### config.mk
export PLATFORM = sky130hd
export DESIGN_NAME = pfq_unit
export DESIGN_NICKNAME = d
export VERILOG_FILES = /design/src/rtl/pfq_pkg.sv /design/src/rtl/pfq_byte_fifo.sv /design/src/rtl/pfq_fetch_ptr.sv /design/src/rtl/pfq_bus_arb.sv /design/src/rtl/pfq_unit.sv
export SDC_FILE = /design/constraint.sdc
export NUM_CORES = 1
export LEC_CHECK = 0
export BUFFER_PORTS_ARGS = -buffer_cell sky130_fd_sc_hd__buf_2
export CAP_MARGIN = 10
export CORE_UTILIZATION = 56
export CTS_CLUSTER_SIZE = 30
export DETAILED_ROUTE_END_ITERATION = 6
export PLACE_DENSITY = 0.92
export SETUP_SLACK_MARGIN = 0.15
export SYNTH_ARGS = -nofsm -noshare
export SYNTH_HDL_FRONTEND = slang
export SYNTH_SLANG_ARGS = --single-unit
### constraint.sdc
create_clock -name clk -period 3.1 [get_ports clk]
set_clock_uncertainty 0.1 [all_clocks]
set_input_delay 0.62 -clock clk [delete_from_list [all_inputs] [get_ports clk]]
set_output_delay 0.62 -clock clk [all_outputs]
set_load 0.01 [all_outputs]
### src/rtl/pfq_pkg.sv
package pfq_pkg;

  // Owner of the current memory transaction.
  typedef enum logic {
    OWN_FETCH   = 1'b0,
    OWN_OPERAND = 1'b1
  } bus_owner_e;

  // Queue depth is tied to the width of the memory port.
  function automatic int queue_depth(input int bus_w);
    return (bus_w == 16) ? 6 : 4;
  endfunction

endpackage

### src/rtl/pfq_byte_fifo.sv
module pfq_byte_fifo #(
  parameter int DEPTH = 6,
  localparam int CW = $clog2(DEPTH + 1),
  localparam int IW = $clog2(DEPTH)
) (
  input  logic          clk,
  input  logic          rst_n,
  input  logic          clr,
  input  logic          pop,
  input  logic [1:0]    push_cnt,
  input  logic [7:0]    push_b0,
  input  logic [7:0]    push_b1,
  output logic          out_valid,
  output logic [7:0]    out_data,
  output logic [CW-1:0] count
);

  logic [7:0]    slot [DEPTH];
  logic [IW-1:0] rd_q, wr_q, wr_nx1, wr_nx2;
  logic [CW-1:0] cnt_q, cnt_d;

  // Circular index advance for a depth that need not be a power of two.
  function automatic logic [IW-1:0] nxt(input logic [IW-1:0] p);
    return (p == IW'(DEPTH - 1)) ? '0 : p + 1'b1;
  endfunction

  assign wr_nx1 = nxt(wr_q);
  assign wr_nx2 = nxt(wr_nx1);

  always_comb begin
    cnt_d = cnt_q;
    if (pop) cnt_d = cnt_d - 1'b1;
    cnt_d = cnt_d + CW'(push_cnt);
  end

  always_ff @(posedge clk or negedge rst_n) begin
    if (!rst_n) begin
      rd_q  <= '0;
      wr_q  <= '0;
      cnt_q <= '0;
    end else if (clr) begin
      rd_q  <= '0;
      wr_q  <= '0;
      cnt_q <= '0;
    end else begin
      if (pop) rd_q <= nxt(rd_q);
      if (push_cnt == 2'd1)      wr_q <= wr_nx1;
      else if (push_cnt == 2'd2) wr_q <= wr_nx2;
      cnt_q <= cnt_d;
    end
  end

  // Storage: byte 0 lands at the write index, byte 1 right after it.
  always_ff @(posedge clk) begin
    if (!clr) begin
      for (int i = 0; i < DEPTH; i++) begin
        if (push_cnt != 2'd0 && wr_q == IW'(i))
          slot[i] <= push_b0;
        else if (push_cnt == 2'd2 && wr_nx1 == IW'(i))
          slot[i] <= push_b1;
      end
    end
  end

  assign out_valid = (cnt_q != '0);
  assign out_data  = slot[rd_q];
  assign count     = cnt_q;

  AST_NO_OVERFLOW: assert property (@(posedge clk) disable iff (!rst_n)
    !clr |-> (int'(cnt_q) + int'(push_cnt) - int'(pop)) <= DEPTH);

  AST_FLUSH_EMPTY: assert property (@(posedge clk) disable iff (!rst_n)
    clr |=> !out_valid);

endmodule

### src/rtl/pfq_fetch_ptr.sv
module pfq_fetch_ptr #(
  parameter int BUS_W = 16,
  parameter int ADDR_W = 20,
  parameter int DEPTH = 6,
  parameter logic [ADDR_W-1:0] RESET_ADDR = '0,
  localparam int CW = $clog2(DEPTH + 1)
) (
  input  logic              clk,
  input  logic              rst_n,
  input  logic              flush,
  input  logic [ADDR_W-1:0] flush_addr,
  input  logic [CW-1:0]     q_free,
  input  logic              accept,
  input  logic              take_wide,
  input  logic [BUS_W-1:0]  rdata,
  output logic [ADDR_W-1:0] fptr,
  output logic              want_wide,
  output logic              can_fetch,
  output logic [1:0]        push_cnt,
  output logic [7:0]        push_b0,
  output logic [7:0]        push_b1
);

  logic [ADDR_W-1:0] fptr_q;
  logic [ADDR_W-1:0] adv;

  assign adv       = take_wide ? ADDR_W'(2) : ADDR_W'(1);
  assign can_fetch = (q_free != '0);
  assign push_cnt  = !accept ? 2'd0 : (take_wide ? 2'd2 : 2'd1);
  assign fptr      = fptr_q;

  always_ff @(posedge clk or negedge rst_n) begin
    if (!rst_n)      fptr_q <= RESET_ADDR;
    else if (flush)  fptr_q <= flush_addr;
    else if (accept) fptr_q <= fptr_q + adv;
  end

  generate
    if (BUS_W == 16) begin : g_word_bus
      assign want_wide = !fptr_q[0] && (q_free >= CW'(2));

      always_comb begin
        push_b1 = rdata[BUS_W-1 -: 8];
        if (take_wide)      push_b0 = rdata[7:0];
        else if (fptr_q[0]) push_b0 = rdata[BUS_W-1 -: 8];
        else                push_b0 = rdata[7:0];
      end

      AST_WORD_ALIGNED: assert property (@(posedge clk) disable iff (!rst_n)
        (push_cnt == 2'd2) |-> !fptr_q[0]);
    end else begin : g_byte_bus
      assign want_wide = 1'b0;
      assign push_b0   = rdata[7:0];
      assign push_b1   = rdata[7:0];
    end
  endgenerate

  AST_PTR_RELOAD: assert property (@(posedge clk) disable iff (!rst_n)
    flush |=> (fptr_q == $past(flush_addr)));

endmodule

### src/rtl/pfq_bus_arb.sv
module pfq_bus_arb #(
  parameter int ADDR_W = 20
) (
  input  logic              clk,
  input  logic              rst_n,
  input  logic              flush,
  input  logic              op_valid,
  input  logic [ADDR_W-1:0] op_addr,
  input  logic              mem_rdy,
  input  logic [ADDR_W-1:0] fptr,
  input  logic              can_fetch,
  input  logic              want_wide,
  output logic              mem_req,
  output logic [ADDR_W-1:0] mem_addr,
  output logic              op_ready,
  output logic              accept,
  output logic              take_wide
);
  import pfq_pkg::*;

  logic              act_q;
  bus_owner_e        own_q;
  logic [ADDR_W-1:0] addr_q;
  logic              wide_q;
  logic              drop_q;
  logic              done;

  assign done = act_q && mem_rdy;

  always_ff @(posedge clk or negedge rst_n) begin
    if (!rst_n) begin
      act_q  <= 1'b0;
      own_q  <= OWN_FETCH;
      addr_q <= '0;
      wide_q <= 1'b0;
      drop_q <= 1'b0;
    end else begin
      // A fetch overtaken by a flush is marked stale until memory answers.
      if (done)
        drop_q <= 1'b0;
      else if (flush && act_q && own_q == OWN_FETCH)
        drop_q <= 1'b1;

      if (act_q) begin
        if (mem_rdy) act_q <= 1'b0;
      end else if (op_valid) begin
        act_q  <= 1'b1;
        own_q  <= OWN_OPERAND;
        addr_q <= op_addr;
        wide_q <= 1'b0;
      end else if (!flush && can_fetch) begin
        act_q  <= 1'b1;
        own_q  <= OWN_FETCH;
        addr_q <= fptr;
        wide_q <= want_wide;
      end
    end
  end

  assign mem_req   = act_q;
  assign mem_addr  = addr_q;
  assign op_ready  = done && (own_q == OWN_OPERAND);
  assign accept    = done && (own_q == OWN_FETCH) && !drop_q && !flush;
  assign take_wide = wide_q;

  AST_REQ_HOLD: assert property (@(posedge clk) disable iff (!rst_n)
    (mem_req && !mem_rdy) |=> (mem_req && $stable(mem_addr)));

  AST_IDLE_GAP: assert property (@(posedge clk) disable iff (!rst_n)
    (mem_req && mem_rdy) |=> !mem_req);

  AST_OP_FIRST: assert property (@(posedge clk) disable iff (!rst_n)
    (!mem_req && op_valid) |=> (mem_req && mem_addr == $past(op_addr)));

  AST_STALE_DROPPED: assert property (@(posedge clk) disable iff (!rst_n)
    (flush && mem_req && !mem_rdy && own_q == OWN_FETCH) |=> !accept);

endmodule

### src/rtl/pfq_unit.sv
module pfq_unit #(
  parameter int BUS_W = 16,
  parameter int ADDR_W = 20,
  parameter logic [ADDR_W-1:0] RESET_ADDR = 20'h0FFF0
) (
  input  logic              clk,
  input  logic              rst_n,
  output logic              mem_req,
  output logic [ADDR_W-1:0] mem_addr,
  input  logic              mem_rdy,
  input  logic [BUS_W-1:0]  mem_rdata,
  output logic              cons_valid,
  input  logic              cons_ready,
  output logic [7:0]        cons_data,
  input  logic              flush,
  input  logic [ADDR_W-1:0] flush_addr,
  input  logic              op_valid,
  input  logic [ADDR_W-1:0] op_addr,
  output logic              op_ready,
  output logic [BUS_W-1:0]  op_rdata
);

  localparam int DEPTH = pfq_pkg::queue_depth(BUS_W);
  localparam int CW    = $clog2(DEPTH + 1);

  logic [CW-1:0]     q_count, q_free;
  logic              pop;
  logic              accept, take_wide, want_wide, can_fetch;
  logic [ADDR_W-1:0] fptr;
  logic [1:0]        push_cnt;
  logic [7:0]        push_b0, push_b1;

  assign q_free   = CW'(DEPTH) - q_count;
  assign pop      = cons_valid && cons_ready && !flush;
  assign op_rdata = mem_rdata;

  pfq_byte_fifo #(.DEPTH(DEPTH)) u_fifo (
    .clk       (clk),
    .rst_n     (rst_n),
    .clr       (flush),
    .pop       (pop),
    .push_cnt  (push_cnt),
    .push_b0   (push_b0),
    .push_b1   (push_b1),
    .out_valid (cons_valid),
    .out_data  (cons_data),
    .count     (q_count)
  );

  pfq_fetch_ptr #(
    .BUS_W      (BUS_W),
    .ADDR_W     (ADDR_W),
    .DEPTH      (DEPTH),
    .RESET_ADDR (RESET_ADDR)
  ) u_ptr (
    .clk        (clk),
    .rst_n      (rst_n),
    .flush      (flush),
    .flush_addr (flush_addr),
    .q_free     (q_free),
    .accept     (accept),
    .take_wide  (take_wide),
    .rdata      (mem_rdata),
    .fptr       (fptr),
    .want_wide  (want_wide),
    .can_fetch  (can_fetch),
    .push_cnt   (push_cnt),
    .push_b0    (push_b0),
    .push_b1    (push_b1)
  );

  pfq_bus_arb #(.ADDR_W(ADDR_W)) u_arb (
    .clk       (clk),
    .rst_n     (rst_n),
    .flush     (flush),
    .op_valid  (op_valid),
    .op_addr   (op_addr),
    .mem_rdy   (mem_rdy),
    .fptr      (fptr),
    .can_fetch (can_fetch),
    .want_wide (want_wide),
    .mem_req   (mem_req),
    .mem_addr  (mem_addr),
    .op_ready  (op_ready),
    .accept    (accept),
    .take_wide (take_wide)
  );

  AST_FULL_NO_FETCH: assert property (@(posedge clk) disable iff (!rst_n)
    (!mem_req && !op_valid && q_count == CW'(DEPTH)) |=> !mem_req);

endmodule

Word-level counts from Yosys, hierarchy flattened
Memories as Yosys holds them, arrays and structs flattened.
Index checks and enable logic that the tools add are counted.

word-level totals
  bits in registers = 53
  word-level logic and storage cells = 169
  memories = 1
  input port bits = 62
  bits in writable memories = 48
  ROM bits = 0
  output and inout bits = 47
  bits in latches = 0

cells by class
  div/mod/pow operators = 0
  equality and inequality tests = 13
  $lt $le $gt $ge = 1
  reduce and logical (&&, ||, !) cells = 41
  multipliers = 0
  multiplexer cells = 89
  bitwise operators = 8
  shifts and indexed selects = 0
  $add $sub $neg = 7

memories
  memory       words  width  rd ports  clocked after memory_dff  wr ports  RTL line             RTL
  u_fifo.slot  6      8      1         0                         2         pfq_byte_fifo.sv:18  logic [7:0] slot [DEPTH];

operator list
  operator                                                            count
  two-way mux 8 bit                                                   12
  two-way mux 20 bit                                                  4
  two-way mux 1 bit                                                   56
  two-way mux 3 bit                                                   14
  OR reduction 8 bit                                                  4
  logical AND 1 bit                                                   23
  adder 20 bit                                                        1
  equality test 3 bit (second input constant)                         5
  equality test 3 x 2 -> 1 bit (second input constant)                4
  nonzero test 2 bit                                                  5
  adder 3 x 1 -> 3 bit (second input constant)                        3
  nonzero test 3 bit                                                  3
  equality test 3 x 1 -> 1 bit (second input constant)                2
  logical NOT 3 bit                                                   2
  two-way mux 2 bit                                                   3
  bitwise OR 1 bit                                                    6
  adder 3 x 2 -> 3 bit                                                1
  greater-or-equal comparator 3 x 2 -> 1 bit (second input constant)  1
  logical NOT 1 bit                                                   3
  subtractor 3 x 1 -> 3 bit (second input constant)                   1
  subtractor 3 bit (first input constant)                             1
  equality test 2 x 1 -> 1 bit (second input constant)                1
  equality test 2 bit (second input constant)                         1
  NOT 1 bit                                                           2
  AND reduction 2 bit                                                 1

Longest topological paths before layout
  depth after elaboration = 15
  depth in mapped cells = 11
  gate-level depth less buffers = 11

By module
From an unflattened synthesis, not the netlist that was laid out.

second synthesis, totals
  cell total of the unflattened synthesis = 488
  area total of the unflattened synthesis = 6094.6 µm²

modules (own cells, without submodules)
  module         area an instance (µm²)  times used  cells an instance  seq. area each (µm²)
  pfq_byte_fifo  3136.8                  1           222                1666.6
  pfq_fetch_ptr  1432.6                  1           160                515.5
  pfq_bus_arb    1371.3                  1           86                 600.6
  pfq_unit       153.9                   1           20                 0.0

Worst setup path before layout
OpenSTA, ideal clock, no wires.

  path kind = reg2reg
  start = register u_arb.wide_q, in the netlist u_arb.take_wide
  end = register u_ptr.fptr_q[10], in the netlist u_ptr.fptr[10]
  required time = 2923 ps
  cell stages (with the launch flop) = 10
  buffers on the path = 1
  setup slack = 533 ps
  clock period less this slack = 2567 ps
  setup time = 77 ps
  arrival = 2389 ps
  path through = dfrtp_1 > buf_2 > inv_1 > ha_1 > inv_1 > fa_1 > nor4b_2 > nand2_1 > or4_1 > a31oi_1

on the way
  word-level cells in the longest chain between the ends = 4

ends and longest elaborated chain
  item                    RTL line             RTL
  from (decl)             pfq_bus_arb.sv:24    logic wide_q;
  from (signal assigned)  pfq_bus_arb.sv:55    wide_q <= want_wide;
  two-way mux 2 bit       pfq_fetch_ptr.sv:27  assign adv = take_wide ? ADDR_W'(2) : ADDR_W'(1);
  adder 20 bit            pfq_fetch_ptr.sv:35  else if (accept) fptr_q <= fptr_q + adv;
  two-way mux 20 bit      pfq_fetch_ptr.sv:35
  two-way mux 20 bit      pfq_fetch_ptr.sv:34  else if (flush) fptr_q <= flush_addr;
  to (signal assigned)    pfq_fetch_ptr.sv:34
  to (signal assigned)    pfq_fetch_ptr.sv:35
  to (decl)               pfq_fetch_ptr.sv:24  logic [ADDR_W-1:0] fptr_q;

No other way between the ends. The select of a mux whose other input is x is not followed.
A chain may end at the register's enable or synchronous reset.

Worst setup path after layout
Same ends and word-level chain as after synthesis.

==> flow_metrics.env <==
export IMPL_outcome="finished, final reports clean"
export IMPL_period_needed_ps=2710
export IMPL_critPathLaunchType="register"
export IMPL_crit_path_top_delay_cell="or4_1"
export IMPL_path_delay_family="simple AND/OR/NAND/NOR gates"
export IMPL_area_growth_syn_to_layout_pct=14.7
export IMPL_vias=4335
export IMPL_cp_slowest_stage_delay_ps=440
export IMPL_synth_ff_type="edfxtp_1"
export IMPL_antenna_cells=0
export IMPL_end_kind="register"
export IMPL_rsz0062_at_grt="false"
export IMPL_initial_utilization_pct=57.9
export IMPL_wl_met2_um=6880
export IMPL_synth_nets=548
export IMPL_ys_seq_elements=101
export IMPL_drt_iter0_drc=386
export IMPL_hpwl_um=9220
export IMPL_vdd_drop_max_v=0.000413
export IMPL_grt_antenna_before_repair=0
export IMPL_ys_seq_area_share_pct=48.9
export IMPL_synth_edf_count=48
export IMPL_r2r_start="u_arb.take_wide"
export IMPL_met1_length_um=5520
export IMPL_tns_ps=0
export IMPL_cp_depth=8
export IMPL_r2r_end="u_ptr.fptr[10]"
export IMPL_max_freq_mhz=368
export IMPL_grt_max_degree=50
export IMPL_fin_crit_sh_pct=87.6
export IMPL_die_x_um=103
export IMPL_synth_distinct_cells=45
export IMPL_io_pin_count=109
export IMPL_final_area_um2=6520
export IMPL_place_congestion=0.848
export IMPL_dr_pass1_iters=5
export IMPL_wirelength_um=13900
export IMPL_port_buffers=108
export IMPL_crit_top_cell="inv_1"
export IMPL_placementRows=36
export IMPL_synth_area_um2=5690
export IMPL_hold_violations=0
export IMPL_final_cell_mix="buf_2, mux2_2, edfxtp_1, dfrtp_1, nor2_1"
export IMPL_pwr_density_cell_nw_per_um2=635
export IMPL_dr_max_layer_used="met4"
export IMPL_grt_util_all_layers_pct=28.1
export IMPL_insertion_delay_ps=380
export IMPL_viasPerCell=6.14
export IMPL_path_buf_inv=2
export IMPL_pre_cts_ws_ps=393
export IMPL_setup_viol=0
export IMPL_path_max_fanout=5
export IMPL_slew_headroom_pct=28.7
export IMPL_async_flop_share_pct=52.5
export IMPL_synthCells=475
export IMPL_synth_warnings=0
export IMPL_core_area_um2=9820
export IMPL_cts_inserted_buffers=9
export IMPL_leakage_nw=2.67
export IMPL_cts_buffer_depth=2
export IMPL_place_area_um2=6270
export IMPL_final_common_cell="buf_2"
export IMPL_root_buffer="clkbuf_8"
export IMPL_arrival_ps=2920
export IMPL_htree_levels=3
export IMPL_regToRegSetupSlack_ps=390
export IMPL_grt_pass1_vias=4299
export IMPL_ant_nets=0
export IMPL_ff2ff_path_depth=8
export IMPL_maxCapViolCount=0
export IMPL_drc=0
export IMPL_path_cells="inv_1 > ha_1 > inv_1 > fa_1 > nor4b_4 > nand2_1 > or4_1 > a31oi_1"
export IMPL_grt_first_pass_wirelength_um=21900
export IMPL_critPathLaunch="u_arb.take_wide"
export IMPL_die_area_um2=10600
export IMPL_routedWlPerCell_um=19.6
export IMPL_fillCellCount=719
export IMPL_tritoncts="yes"
export IMPL_tightest_slew_ps=1070
export IMPL_cp_required_ps=3300
export IMPL_nets=641
export IMPL_syn_area_per_cell_um2=12.0
export IMPL_drive_gt1_share_pct=44.9
export IMPL_path_class="register to register"
export IMPL_hp_class="input pin to async pin"
export IMPL_die_h_um=103
export IMPL_overflow=0
export IMPL_worst_slack_ps=386
export IMPL_slew_viol_final=0
export IMPL_cts_sinks=101
export IMPL_clkTransAtPathRegs_ps=90
export IMPL_wl_met3_um=1050
export IMPL_total_power_mw=4.14
[how the worst max path moves through the flow]
stage,to
global placement,u_ptr.fptr[18]
floorplan,u_ptr.fptr[10]
global route,u_ptr.fptr[10]
CTS,u_ptr.fptr[16]
finish,u_ptr.fptr[10]
detailed placement,u_ptr.fptr[16]
[where the power goes]
part | switching (mW) | internal (mW) | total [mW]
logic | 0.702 | 0.646 | 1.35
clock network | 0.465 | 0.536 | 1.00
registers | 0.155 | 1.64 | 1.80
total | 1.32 | 2.82 | 4.14
[area by class of cell]
class,count,area [µm²],area share (%)
clock inverters,6,113,1.73
repair buffers,122,646,9.90
inverters,14,52.6,0.806
clock buffers,10,128,1.96
multi-input cells,320,2640,40.4
well taps,133,166,2.55
flip-flops and latches,101,2780,42.7
[cells in the mapped netlist, types with 8 or more instances]
| cell type | n | share of area (%) |
|---|---|---|
| edfxtp_1 | 48 | 25 |
| mux2_2 | 91 | 18 |
| nor2_1 | 29 | 1.9 |
| mux2i_1 | 12 | 2.1 |
| clkbuf_1 | 13 | 0.86 |
| a21oi_1 | 15 | 1.3 |
| inv_1 | 13 | 0.86 |
| and3_1 | 8 | 0.88 |
| or3_1 | 10 | 1.1 |
| a31oi_1 | 12 | 1.3 |
| o21ai_0 | 28 | 2.5 |
| dfstp_2 | 12 | 5.5 |
| nand3_1 | 9 | 0.79 |
| mux4_2 | 8 | 3.2 |
| buf_4 | 18 | 2.4 |
| ha_1 | 9 | 2.0 |
| nand2_1 | 27 | 1.8 |
| dfrtp_1 | 41 | 18 |
[routing by layer]
| metal | global-route usage [%] | up-vias |
|---|---|---|
| met5 | 0 | - |
| met4 | 13.3 | 0 |
| met3 | 7.05 | 45 |
| met2 | 45.1 | 222 |
| met1 | 35.8 | 2141 |
| li1 | - | 1927 |
[cells by family (layout without fill, tap and decap cells)]
logic type                 Yosys count  count (layout)  share of synthesized area (%)
AOI/OAI and AO/OA                   68              68                           6.93
adders and majority gates           11              11                           2.68
muxes                              111             111                           23.3
DFF                                101             101                           48.9
xor gates and xnor gates            11              11                           1.69
and+or+nand+nor                    119             119                           11.5
buffers and inverters               54             152                           4.91
[metrics by stage]
step | util, % | cells | hold slack, ps
2_1_floorplan | - | 475 | 224
3_3_place_gp | 63.8 | 689 | 383
3_5_place_dp | 63.8 | 689 | 392
4_1_cts | 66.3 | 705 | 332
5_1_grt | 66.4 | 706 | 340
6_report | 66.4 | 706 | 328
[flip-flops by register name, summed over array words and instances, names as in the netlist]
register,flops
u_arb.drop_q,1
u_fifo.rd_q,3
u_arb.mem_addr,20
u_fifo.count,3
u_arb.mem_req,1
u_fifo.slot,48
u_fifo.wr_q,3
u_arb.own_q,1
u_arb.take_wide,1
u_ptr.fptr,20
[repair_timing]
action	CTS	global route
hold buffers	0	0
buffers inserted	0	1
resized for setup	0	1
endpoints found under the setup margin	0	5
(Power assumes the default switching activity.)
